[src/rtl/rterr_pkg.sv]
// Shared constants and types for the root error collector.
// Assumes a fixed status layout, which software decodes by bit position.
package rterr_pkg;
    localparam int ST_W     = 7;
    localparam int CMD_W    = 3;
    localparam int ST_COR   = 0;   // correctable received
    localparam int ST_MCOR  = 1;   // multiple correctable
    localparam int ST_UNC   = 2;   // uncorrectable received
    localparam int ST_MUNC  = 3;   // multiple uncorrectable
    localparam int ST_FIRST = 4;   // first uncorrectable was fatal
    localparam int ST_NF    = 5;   // non-fatal received
    localparam int ST_FAT   = 6;   // fatal received

    localparam logic [1:0] ADDR_CMD = 2'd0;
    localparam logic [1:0] ADDR_ST  = 2'd1;
    localparam logic [1:0] ADDR_SRC = 2'd2;

    typedef enum logic [1:0] {
        SEV_COR   = 2'd0,
        SEV_NFAT  = 2'd1,
        SEV_FAT   = 2'd2,
        SEV_BAD   = 2'd3
    } sev_e;
endpackage

[src/rtl/rterr_next.sv]
// Next-state logic for the status register.
// Decodes one message and merges its set bits with a software clear mask.
// Decisions on "already set" use the held status; sets win over clears.
module rterr_next
    import rterr_pkg::*;
(
    input  logic             msg_valid,
    input  logic [1:0]       msg_sev,
    input  logic [ST_W-1:0]  status_q,
    input  logic [ST_W-1:0]  clr_mask,
    output logic [ST_W-1:0]  status_d,
    output logic             cor_load,
    output logic             unc_load,
    output logic [CMD_W-1:0] sev_hit,
    output logic [CMD_W-1:0] pend_vec
);
    logic [ST_W-1:0] set_mask;
    logic            unc_msg;

    // Purpose: one-hot decode of a legal severity; illegal yields zero.
    always_comb begin
        sev_hit = '0;
        if (msg_valid) begin
            case (sev_e'(msg_sev))
                SEV_COR:  sev_hit[0] = 1'b1;
                SEV_NFAT: sev_hit[1] = 1'b1;
                SEV_FAT:  sev_hit[2] = 1'b1;
                default:  sev_hit    = '0;
            endcase
        end
    end

    assign unc_msg = sev_hit[1] | sev_hit[2];

    // Purpose: build the bits this message sets and the source-load strobes.
    always_comb begin
        set_mask = '0;
        cor_load = sev_hit[0] && !status_q[ST_COR];
        unc_load = unc_msg && !status_q[ST_UNC];
        if (sev_hit[0]) begin
            set_mask[ST_COR] = 1'b1;
            if (status_q[ST_COR]) set_mask[ST_MCOR] = 1'b1;
        end
        if (unc_msg) begin
            set_mask[ST_UNC] = 1'b1;
            if (status_q[ST_UNC]) set_mask[ST_MUNC] = 1'b1;
        end
        if (sev_hit[1]) set_mask[ST_NF] = 1'b1;
        if (sev_hit[2]) begin
            set_mask[ST_FAT] = 1'b1;
            if (!status_q[ST_UNC]) set_mask[ST_FIRST] = 1'b1;
        end
    end

    // Purpose: apply the clear first, then the set, so the set has priority.
    assign status_d = (status_q & ~clr_mask) | set_mask;

    // Purpose: map held status onto command-bit positions (cor, nf, fatal).
    assign pend_vec = {status_q[ST_FAT], status_q[ST_NF], status_q[ST_COR]};
endmodule

[src/rtl/rterr_irq.sv]
// Interrupt generator: a one-cycle pulse when an enabled severity arrives
// and no enabled condition was pending beforehand.
// Assumes sev_hit is one-hot or zero and pend_vec is taken from held status.
module rterr_irq
    import rterr_pkg::*;
(
    input  logic             clk,
    input  logic             rst_n,
    input  logic [CMD_W-1:0] sev_hit,
    input  logic [CMD_W-1:0] pend_vec,
    input  logic [CMD_W-1:0] cmd_q,
    output logic             irq_o
);
    logic fire;

    assign fire = (|(sev_hit & cmd_q)) && !(|(pend_vec & cmd_q));

    // Purpose: register the request so it lasts one cycle per triggering message.
    always_ff @(posedge clk) begin
        if (!rst_n) irq_o <= 1'b0;
        else        irq_o <= fire;
    end
endmodule

[src/rtl/rterr_collector.sv]
// Root error collector top: holds the command, status and source registers,
// and serves a combinational read port with write-1-to-clear status.
// Assumes at most one message per cycle and DATA_W >= 2*SRC_W.
module rterr_collector
    import rterr_pkg::*;
#(
    parameter int SRC_W  = 16,
    parameter int DATA_W = 32,
    parameter int ADDR_W = 2
) (
    input  logic              clk,
    input  logic              rst_n,
    input  logic              msg_valid,
    input  logic [1:0]        msg_sev,
    input  logic [SRC_W-1:0]  msg_src,
    input  logic              reg_wr,
    input  logic [ADDR_W-1:0] reg_addr,
    input  logic [DATA_W-1:0] reg_wdata,
    output logic [DATA_W-1:0] reg_rdata,
    output logic              irq_o
);
    localparam int PAIR_W = 2 * SRC_W;

    logic [ST_W-1:0]  status_q, status_d, clr_mask;
    logic [CMD_W-1:0] cmd_q, sev_hit, pend_vec;
    logic [SRC_W-1:0] cor_src_q, unc_src_q;
    logic             cor_load, unc_load;
    logic             wdata_unused;

    assign wdata_unused = ^reg_wdata[DATA_W-1:ST_W];

    // Purpose: a write to the status address produces the clear mask.
    assign clr_mask = (reg_wr && reg_addr == ADDR_W'(ADDR_ST)) ? reg_wdata[ST_W-1:0] : '0;

    rterr_next u_next (
        .msg_valid (msg_valid),
        .msg_sev   (msg_sev),
        .status_q  (status_q),
        .clr_mask  (clr_mask),
        .status_d  (status_d),
        .cor_load  (cor_load),
        .unc_load  (unc_load),
        .sev_hit   (sev_hit),
        .pend_vec  (pend_vec)
    );

    rterr_irq u_irq (
        .clk      (clk),
        .rst_n    (rst_n),
        .sev_hit  (sev_hit),
        .pend_vec (pend_vec),
        .cmd_q    (cmd_q),
        .irq_o    (irq_o)
    );

    // Purpose: status register update.
    always_ff @(posedge clk) begin
        if (!rst_n) status_q <= '0;
        else        status_q <= status_d;
    end

    // Purpose: command register, written by software only.
    always_ff @(posedge clk) begin
        if (!rst_n)
            cmd_q <= '0;
        else if (reg_wr && reg_addr == ADDR_W'(ADDR_CMD))
            cmd_q <= reg_wdata[CMD_W-1:0];
    end

    // Purpose: latch the source IDs of the first message of each class.
    always_ff @(posedge clk) begin
        if (!rst_n) begin
            cor_src_q <= '0;
            unc_src_q <= '0;
        end else begin
            if (cor_load) cor_src_q <= msg_src;
            if (unc_load) unc_src_q <= msg_src;
        end
    end

    // Purpose: combinational read mux, zero-extended to the data width.
    always_comb begin
        reg_rdata = '0;
        case (reg_addr)
            ADDR_W'(ADDR_CMD): reg_rdata[CMD_W-1:0]  = cmd_q;
            ADDR_W'(ADDR_ST):  reg_rdata[ST_W-1:0]   = status_q;
            ADDR_W'(ADDR_SRC): reg_rdata[PAIR_W-1:0] = {unc_src_q, cor_src_q};
            default:           reg_rdata = '0;
        endcase
    end
endmodule

[config.mk]
export PLATFORM = sky130hd
export DESIGN_NAME = rterr_collector
export DESIGN_NICKNAME = d
export VERILOG_FILES = /design/src/rtl/rterr_pkg.sv /design/src/rtl/rterr_next.sv /design/src/rtl/rterr_irq.sv /design/src/rtl/rterr_collector.sv
export SDC_FILE = /design/constraint.sdc
export NUM_CORES = 1
export LEC_CHECK = 0
export ABC_CLOCK_PERIOD_IN_PS = 2000
export BUFFER_PORTS_ARGS = -buffer_cell sky130_fd_sc_hd__buf_2
export CAP_MARGIN = 20
export CORE_UTILIZATION = 29
export CTS_CLUSTER_SIZE = 24
export DETAILED_ROUTE_END_ITERATION = 7
export PLACE_DENSITY = 0.55
export SLEW_MARGIN = 10
export SYNTH_ARGS = -nofsm -noshare
export SYNTH_HDL_FRONTEND = slang
export SYNTH_SLANG_ARGS = --single-unit
[constraint.sdc]
create_clock -name clk -period 2 [get_ports clk]
set_clock_uncertainty 0.2 [all_clocks]
set_input_delay 0.1 -clock clk [delete_from_list [all_inputs] [get_ports clk]]
set_output_delay 0.1 -clock clk [all_outputs]
set_load 0.02 [all_outputs]
# --- Word level (Yosys, flattened, before mapping) ---
# Index checks and enable logic that the tools add are counted.
word_totals:
  register_bits: 43
  latchBits: 0
  ramBits: 0
  rom_bits: 0
  out_inout_bits: 33
  elab_cells: 43
  n_memories: 0
classes:
  addsub: 0
  n_mul: 0
  n_div: 0
  order_cmp: 0
  eq_ne: 4
  shift: 0
  muxes: 16
  bitwise: 6
  reduce_logical: 12
ops:
  columns: ["op", "n"]
  rows:
  - ["two-way mux 25 bit", 1]
  - ["two-way mux 1 bit", 9]
  - ["one-hot mux 3 bit (3 select lines)", 1]
  - ["one-hot mux 4 bit (2 select lines)", 1]
  - ["AND 7 bit", 1]
  - ["two-way mux 7 bit", 1]
  - ["NOT 7 bit", 1]
  - ["OR 7 bit", 1]
  - ["AND 3 bit", 2]
  - ["OR reduction 3 bit", 2]
  - ["logical AND 1 bit", 5]
  - ["== test 2 x 1 -> 1 bit, second input constant", 2]
  - ["== test 2 bit, second input constant", 2]
  - ["logical NOT 2 bit", 2]
  - ["two-way mux 2 bit", 2]
  - ["logical NOT 1 bit", 3]
  - ["two-way mux 3 bit", 1]
  - ["OR 1 bit", 1]

# --- Depth between registers and ports, before layout ---
# Gate-level depths: netlist of the first run.
logic_depth:
  word_depth: 6
  mapped_depth: 6
  depth_no_buf: 5

# --- Cells and area by module ---
# Synthesis of the first run repeated with hierarchy kept, for this count alone.
unflattened:
  hier_cells: 219
  hier_area_um2: 2157.1
by_module_without_submodules:
  columns: ["mod", "n_inst", "cells_per_inst", "area_per_inst_um2"]
  rows:
  - ["rterr_collector", 1, 187, 1941.9]
  - ["rterr_next", 1, 27, 163.9]
  - ["rterr_irq", 1, 5, 51.3]

# --- Worst setup path before layout of the first run ---
# OpenSTA, ideal clock, no wires.
synth_path:
  kind: "register -> register"
  startpoint: "reg status_q[0]"
  endpoint: "reg cor_src_q[11]"
  setup_ns: 0.115
  arrival_ns: 1.180
  required_time_ns: 1.685
  slack_ns: 0.505
  path_stages_with_launch: 6
  path_buffers: 2
  cell_sequence: "dfxtp_1 -> or4b_1 -> buf_2 -> buf_6 -> nand3_2 -> o21ai_2"
synth_between:
  elab_chain_cells: 2
synth_lines:
  columns: ["element", "line", "source"]
  rows:
  - ["from (decl)", "rterr_collector.sv:24", "logic [ST_W-1:0] status_q, status_d, clr_mask;"]
  - ["from (signal assigned)", "rterr_collector.sv:59", "else status_q <= status_d;"]
  - ["logical NOT 1 bit", "rterr_next.sv:38", "cor_load = sev_hit[0] && !status_q[ST_COR];"]
  - ["logical AND 1 bit", "rterr_next.sv:38", null]
  - ["to (signal assigned)", "rterr_collector.sv:76", "if (cor_load) cor_src_q <= msg_src;"]
  - ["to (decl)", "rterr_collector.sv:26", "logic [SRC_W-1:0] cor_src_q, unc_src_q;"]
# No other way between the ends.
# A chain may end at the register's enable or synchronous reset.

# --- Worst setup path in the final report of the first run ---
layout_path:
  startpoint: "in msg_valid"
  endpoint: "reg cor_src_q[2]"
layout_between:
  elab_chain_cells: 2
layout_lines:
  columns: ["element", "line", "source"]
  rows:
  - ["from (decl)", "rterr_collector.sv:13", "input logic msg_valid,"]
  - ["two-way mux 3 bit", "rterr_next.sv:23", "if (msg_valid) begin"]
  - ["logical AND 1 bit", "rterr_next.sv:38", null]
# No other way between the ends.

==> results.yml, run 1 <==
outcome:
  status: "finished, final reports clean"
floorplanning:
  die_area_mm2: 0.00750
  die_h_um: 86.6
  coreArea_mm2: 0.00687
  die_x_um: 86.6
  start_util_pct: 30.2
  ios: 89
  rows: 30
synth:
  synth_area_leaders: "dfxtp_1 41%, mux2i_1 8.2%, and2_1 7.8%"
  syn-instance-count: 233
  synth_seq_area_share_pct: 41.4
  synth_cell_types: 26
  yosysWarnings: 0
  yosys.area.top_type: "dfxtp_1"
  syn-cell-area_mm2: 0.00208
  ys_seq_elements: 43
  syn_area_per_cell_um2: 8.91
  yosys.area.top_type_share_pct: 41.4
  syn_nets: 293
setup_path:
  crit_chain: "dlygate4sd3_1 > buf_2 > or4b_1 > buf_4 > nand3_1 > o21ai_2"
  required_ps: 1980
  crit_start: "msg_valid"
  cp_max_fo: 32
  cp_slowest_cell: "dlygate4sd3_1"
  reg2reg_from: "status_q[0]"
  slowest_delay_ps: 530
  rr_worst_depth: 4
  critPathLaunchType: "input port"
  r2r_setup_slack_ps: 350
  crit_type: "in2reg"
  crit_arrival_ps: 1750
  cp-endpoint: "cor_src_q[2]"
  r2r_end: "cor_src_q[2]"
  endpoint_kind: "register"
place:
  dp_hpwl_um: 3420
  dpl.cell_count: 378
  gp_congestion: 0.762
  port_buffers: 63
  dp_slack_ps: 345
sta:
  setup_violations: 0
  tightest_slew_ps: 550
  finalHoldViolCount: 0
  timing.fmax_mhz: 564
  setup_ws_ps: 227
  setup_tns_ps: 0
  post-route-period-util_pct: 88.7
  rsz0062_at_grt: "false"
  slew_headroom_pct: 63.4
  post-route-min-period_ps: 1770
  holdWs_ps: 31.2
  final_max_slew_viol_count: 0
cts:
  htreeDepth: 2
  clockRootBuffer: "clkbuf_8"
  post_cts_buffers: 0
  path_clk_slew_ps: 80
  worstSkewPairLatency_ps: 290
  cts_sinks: 43
  clock_path_buffers: 2
  cts_tree: "built"
  numCtsBuffers: 5
  cts_resized: 0
power:
  p_sw_uw: 471
  pwr-share-clk_pct: 40.3
  combPwrFrac_pct: 13.7
  seqPwrFrac_pct: 46.1
  p_per_area_mw_per_mm2: 698
  static-leakage-power_nw: 1.31
  p_total_mw: 1.99
  p_int_mw: 1.52
  max-vdd-ir-drop_mv: 0.324
  netSwitchingFraction_pct: 23.6
grt:
  grt_overflow: 0
  grt_pass1_vias: 1653
  grtUsageMet1_pct: 19.4
  use_met2_pct: 21.6
  grt_max_degree: 38
  grt.busiest_layer: "met2"
  antenna_found_initial: 0
  grt.total_usage_pct: 14.1
  grt_pass1_wl_um: 8130
  grtUsageMet3_pct: 3.05
cells_and_area:
  area_delta_synth_final_pct: 37.5
  fin_cells: 413
  drive_gt1_share_pct: 30.3
  final_cell_mix: "63 x buf_2, 43 x dfxtp_1, 41 x nand2_1"
  diodes: 0
  finalNetCount: 376
  final_common_cell: "buf_2"
route:
  detail-route-antenna-nets: 0
  avgViaCountPerCell: 4.39
  firstDrtPassIters: 4
  drtIter0Drc: 103
  drc: 0
  wire_per_inst_um: 12.1
  wl_um: 5020
  vias: 1814
worst_hold_path:
  min_path_type: "in2reg"
job:
  maxCapViolations: 0
-- worst min path at each step --
stage,from,end,slack [ps],depth (start not counted)
2_1_floorplan,reg_wdata[0],cmd_q[0],60,2
3_3_place_gp,msg_src[15],cor_src_q[15],170,3
3_5_place_dp,msg_src[13],cor_src_q[13],170,3
4_1_cts,msg_sev[1],u_irq.irq_o,10,3
5_1_grt,msg_sev[1],u_irq.irq_o,20,3
6_report,msg_sev[1],u_irq.irq_o,30,3
-- through the flow --
step | util (%) | instance area, µm²
after floorplan | - | 2080
after global placement | 35.7 | 2450
after detailed placement | 35.7 | 2450
after CTS | 41.6 | 2860
after global routing | 41.6 | 2860
final | 41.6 | 2860
-- state kept, by name (all words and copies together) (netlist names) --
register / count
cor_src_q: 16
unc_src_q: 16
status_q: 7
cmd_q: 3
u_irq.irq_o: 1
-- layout make-up --
class,instances,area (µm²)
timing repair buffer,95,636
multi-input combinational,168,1090
fill,717,4010
inverter,3,11.3
sequential,43,861
clock buffer,5,68.8
clock inverter,3,67.6
tap,96,120
-- worst max-delay path, delay by kind of cell --
kind | cells | cell delay, ps
buffers and inverters | 3 | 970
AND/OR/NAND/NOR | 2 | 600
AO/OA/AOI/OAI | 1 | 60
-- synthesized netlist by cell type, drive strengths merged --
cell type  count
nand2         41
a21boi         5
a32oi          1
ha             4
buf            8
nor2b          7
mux2i         17
inv            3
nor3b          1
o21ai         18
xor2           1
a22oi          6
and3           1
nand3         27
nand3b         3
a21oi          2
and2          26
o2bb2ai        1
dfxtp         43
a222oi         3
clkbuf        11
or4b           1
nor2           3
-- cell families after synthesis --
kind of cell    Yosys count  share of synthesized area, %
buf+inv                  22                          5.96
mux                      17                          8.19
simple gates            110                          27.6
fa+ha+maj                 4                          2.41
xor+xnor                  1                         0.422
compound gates           36                          14.0
flops                    43                          41.4
-- layer usage --
metal / wire (µm) / vias up
met5: 0 / -
met4: 39 / 0
met3: 201 / 5
met2: 2210 / 47
met1: 2560 / 805
li1: - / 957
-- power groups by stage --
stage          Combinational, mW  Clock [mW]  Sequential, mW
5_1_grt                    0.301       0.863           0.923
3_3_place_gp               0.234           0           0.938
3_5_place_dp               0.236           0           0.938
6_report                   0.272       0.802           0.918
2_1_floorplan              0.164           0           0.931
4_1_cts                    0.275       0.835           0.918
-- what timing repair did --
item	4_1_cts	5_1_grt
endpoints found under the hold margin	41	0
hold buffers	27	0
endpoints found under the setup margin	0	0
Power figures use the tool's default switching activity.
==> inputs of run 2 (changes only) <==
- CORE_MARGIN: not set -> 2
==> results.yml, run 2 (synthesis gave the netlist of run 1 again) <==
route:
  drc: 0
  vias: 1901
  avgViaCountPerCell: 4.55
  wl_um: 5200
  wire_per_inst_um: 12.4
  firstDrtPassIters: 4
  drtIter0Drc: 73
  detail-route-antenna-nets: 0
setup_path:
  rr_worst_depth: 4
  slowest_delay_ps: 530
  crit_family: "buffers and inverters"
  crit_start: "msg_valid"
  r2r_setup_slack_ps: 360
  reg2reg_from: "status_q[0]"
  cp-endpoint: "cor_src_q[7]"
  cp_max_fo: 32
  required_ps: 1980
  crit_chain: "dlygate4sd3_1 > buf_2 > or4b_1 > buf_4 > nand3_1 > o21ai_2"
  worst-path-stages: 6
  critPathBufInv: 3
  cp_slowest_cell: "dlygate4sd3_1"
  crit_arrival_ps: 1750
  critPathLaunchType: "input port"
  endpoint_kind: "register"
  crit_type: "in2reg"
  r2r_end: "cor_src_q[7]"
sta:
  timing.fmax_mhz: 566
  setup_tns_ps: 0
  slew_headroom_pct: 65.7
  rsz0062_at_grt: "false"
  post-route-min-period_ps: 1770
  final_max_slew_viol_count: 0
  setup_violations: 0
  tightest_slew_ps: 515
  finalHoldViolCount: 0
  post-route-period-util_pct: 88.3
floorplanning:
  coreArea_mm2: 0.00687
  ios: 89
  die_x_um: 88.6
  rows: 30
  die_area_mm2: 0.00786
  start_util_pct: 30.2
  die_h_um: 88.6
cts:
  cts_sinks: 43
  clock_path_buffers: 2
  post_cts_buffers: 0
  worstSkewPairLatency_ps: 290
  clockRootBuffer: "clkbuf_8"
  htreeDepth: 2
  numCtsBuffers: 5
  cts_tree: "built"
  path_clk_slew_ps: 80
place:
  dp_hpwl_um: 3500
  port_buffers: 63
  gp_congestion: 0.790
  dpl.cell_count: 379
cells_and_area:
  fin_cells: 418
  diodes: 0
  reg_top3: "cor_src_q x16, unc_src_q x16, status_q x7"
  area_delta_synth_final_pct: 39.8
  final_common_cell: "buf_2"
  drive_gt1_share_pct: 30.1
  finalNetCount: 381
  final_cell_mix: "63 x buf_2, 43 x dfxtp_1, 41 x nand2_1"
grt:
  grtUsageMet1_pct: 18.1
  grt_pass1_wl_um: 8290
  grt.busiest_layer: "met2"
  use_met2_pct: 21.6
  grtUsageMet3_pct: 2.99
  grt_pass1_vias: 1782
  grt_overflow: 0
  grt_max_degree: 37
  grt.total_usage_pct: 13.6
  antenna_found_initial: 0
outcome:
  status: "finished, final reports clean"
job:
  maxCapViolations: 0
worst_hold_path:
  min_path_type: "in2reg"
power:
  p_per_area_mw_per_mm2: 692
  static-leakage-power_nw: 1.32
  max-vdd-ir-drop_mv: 0.261
==> run 2: cell types whose count changed in the layout (fill, tap and decap cells not counted) <==
cell,before,now
buf_4,4,5
dlygate4sd3_1,27,31
==> run 2: worst min-delay path, delay by kind of cell <==
kind | cells | cell delay (ps)
buffers and inverters | 1 | 150
AND/OR/NAND/NOR | 1 | 130
AO/OA/AOI/OAI | 1 | 90
==> run 2: cell type report <==
class	instances	area, µm²
clock buffer	5	68.8
clock inverter	3	67.6
fill	695	3970
inverter	3	11.3
multi-input combinational	168	1090
sequential	43	861
tap	96	120
timing repair buffer	100	683
==> run 2: layer usage <==
layer | up-vias | share of wire, %
met5 | - | 0
met4 | 0 | 1.6
met3 | 7 | 4.0
met2 | 55 | 45
met1 | 868 | 49
li1 | 971 | -
==> run 2: metrics by stage <==
| step | setup slack [ps] | util [%] | hold slack, ps | area, µm² | power [mW] |
|---|---|---|---|---|---|
| after CTS | 236 | 42.3 | 6.99 | 2900 | 2.05 |
| after floorplan | 505 | - | 56.1 | 2080 | 1.10 |
| after detailed placement | 373 | 35.8 | 170 | 2460 | 1.18 |
| after global placement | 371 | 35.8 | 168 | 2460 | 1.17 |
| after global routing | 148 | 42.3 | 70.7 | 2900 | 2.11 |
| final | 235 | 42.3 | 23.3 | 2900 | 2.01 |
==> run 2: how the worst min path moves through the flow <==
| stage | startpoint | endpoint | cells after the start |
|---|---|---|---|
| 6_report | msg_sev[1] | u_irq.irq_o | 3 |
| 3_3_place_gp | msg_src[15] | cor_src_q[15] | 3 |
| 5_1_grt | reg_wdata[4] | status_q[4] | 4 |
| 3_5_place_dp | msg_src[14] | cor_src_q[14] | 3 |
| 2_1_floorplan | reg_wdata[0] | cmd_q[0] | 2 |
| 4_1_cts | msg_sev[1] | u_irq.irq_o | 3 |
==> run 2: what timing repair did <==
action	CTS	global route
gates resized for setup	0	0
hold buffers	31	0
endpoints found under the hold margin	41	0
==> run 2: power by group <==
part	switching [mW]	internal (mW)
Combinational	0.145	0.135
Clock	0.313	0.498
Sequential	0.0235	0.896
Total	0.481	1.53
==> inputs of run 3 (changes only) <==
- PLACE_DENSITY: 0.55 -> not set
==> results.yml, run 3 (synthesis gave the netlist of run 1 again) <==
cts:
  cts_hold_buf: 27
  cts_sinks: 43
  path_clk_slew_ps: 80
  worstSkewPairLatency_ps: 290
  cts_tree: "built"
  clockRootBuffer: "clkbuf_8"
  htreeDepth: 2
  numCtsBuffers: 5
  cts_resized: 0
  post_cts_buffers: 0
  clock_path_buffers: 2
power:
  pwr-share-clk_pct: 34.0
  p_per_area_mw_per_mm2: 639
  static-leakage-power_nw: 1.29
  max-vdd-ir-drop_mv: 0.267
  netSwitchingFraction_pct: 25.8
  p_sw_uw: 465
  seqPwrFrac_pct: 51.0
  combPwrFrac_pct: 15.0
  p_int_mw: 1.34
grt:
  grt_overflow: 0
  antenna_found_initial: 0
  grt.total_usage_pct: 13.3
  grt_pass1_vias: 1800
  grt_pass1_wl_um: 8110
  grt_max_degree: 34
cells_and_area:
  finalNetCount: 377
  reg_top3: "cor_src_q x16, unc_src_q x16, status_q x7"
  n_fill_cell: 706
  final_cell_mix: "63 x buf_2, 43 x dfxtp_1, 41 x nand2_1"
  area_delta_synth_final_pct: 35.7
  diodes: 0
  final_common_cell: "buf_2"
  post-route-util_pct: 41.0
  drive_gt1_share_pct: 30.5
  multiInputGateArea_mm2: 0.00109
  fin_cells: 414
  final_area_mm2: 0.00282
  regArea_um2: 861
sta:
  slew_headroom_pct: 66.4
  final_max_slew_viol_count: 0
  timing.fmax_mhz: 563
  post-route-period-util_pct: 88.8
  setup_tns_ps: 0
  post-route-min-period_ps: 1780
  setup_violations: 0
  holdWs_ps: 17.0
  rsz0062_at_grt: "false"
  finalHoldViolCount: 0
  tightest_slew_ps: 504
worst_hold_path:
  worstHoldPathCells: 3
  holdPathEnd: "status_q[5]"
  min_path_type: "in2reg"
  min_from: "msg_sev[0]"
route:
  drtIter0Drc: 56
  firstDrtPassIters: 4
  wl_um: 5140
  detail-route-antenna-nets: 0
  avgViaCountPerCell: 4.49
  wire_per_inst_um: 12.4
  vias: 1859
  drc: 0
setup_path:
  required_ps: 1970
  r2r_end: "cor_src_q[10]"
  endpoint_kind: "register"
  reg2reg_from: "status_q[0]"
  crit_arrival_ps: 1750
  rr_worst_depth: 4
  cp_max_fo: 32
  critPathLaunchType: "input port"
  crit_type: "in2reg"
  r2r_setup_slack_ps: 350
outcome:
  status: "finished, final reports clean"
floorplanning:
  start_util_pct: 30.2
  die_h_um: 88.6
  die_x_um: 88.6
  coreArea_mm2: 0.00687
  die_area_mm2: 0.00786
  rows: 30
  ios: 89
place:
  port_buffers: 63
  dpl.cell_count: 379
  dp_hpwl_um: 3470
  dpl_cell_area_mm2: 0.00244
  gp_congestion: 0.747
job:
  maxCapViolations: 0
==> run 3: cell types whose count changed in the layout (fill, tap and decap cells not counted), sizes merged <==
| cell | previous run | this run |
|---|---|---|
| clkbuf | 5 | 7 |
| bufinv | 2 | 0 |
| dlygate4sd3 | 31 | 27 |
==> run 3: metal layers <==
metal / vias up / part of all wire (%) / global-route usage [%]
li1: 956 / - / -
met1: 851 / 48 / 17.1
met2: 48 / 46 / 21.8
met3: 4 / 4.7 / 3.64
met4: 0 / 1.0 / 4.13
met5: - / 0 / 0
==> run 3: worst max path at each step <==
| stage | start | endpoint | slack [ps] | cells after the start |
|---|---|---|---|---|
| 2_1_floorplan | status_q[0] | cor_src_q[11] | 500 | 5 |
| 3_3_place_gp | status_q[0] | cor_src_q[15] | 380 | 4 |
| 3_5_place_dp | status_q[0] | cor_src_q[10] | 360 | 4 |
| 4_1_cts | msg_valid | cor_src_q[10] | 250 | 6 |
| 5_1_grt | msg_valid | cor_src_q[10] | 160 | 6 |
| 6_report | msg_valid | cor_src_q[10] | 220 | 6 |
==> run 3: cell type report <==
| type | count | area share (%) |
|---|---|---|
| multi-input cells | 168 | 38.7 |
| flip-flops and latches | 43 | 30.5 |
| repair buffers | 96 | 22.4 |
| well taps | 96 | 4.26 |
| clock buffers | 7 | 3.42 |
| inverters | 3 | 0.399 |
| clock inverters | 1 | 0.266 |
==> run 3: critical path: stages <==
cell	delay, ps
dlygate4sd3_1	540
buf_2	170
or4b_1	440
buf_4	280
nand3_1	150
o21ai_2	60
==> run 3: metrics by stage <==
stage | setup WS, ps | power, mW
final | 225 | 1.80
after global routing | 164 | 1.90
after CTS | 250 | 1.83
after detailed placement | 357 | 1.17
after global placement | 378 | 1.17
after floorplan | 505 | 1.10
==> run 3: power groups by stage <==
stage	clock network, mW	registers (mW)	logic [mW]
after floorplan	0	0.931	0.164
after global placement	0	0.937	0.231
after detailed placement	0	0.939	0.233
after CTS	0.638	0.919	0.272
after global routing	0.678	0.925	0.298
final	0.613	0.919	0.269
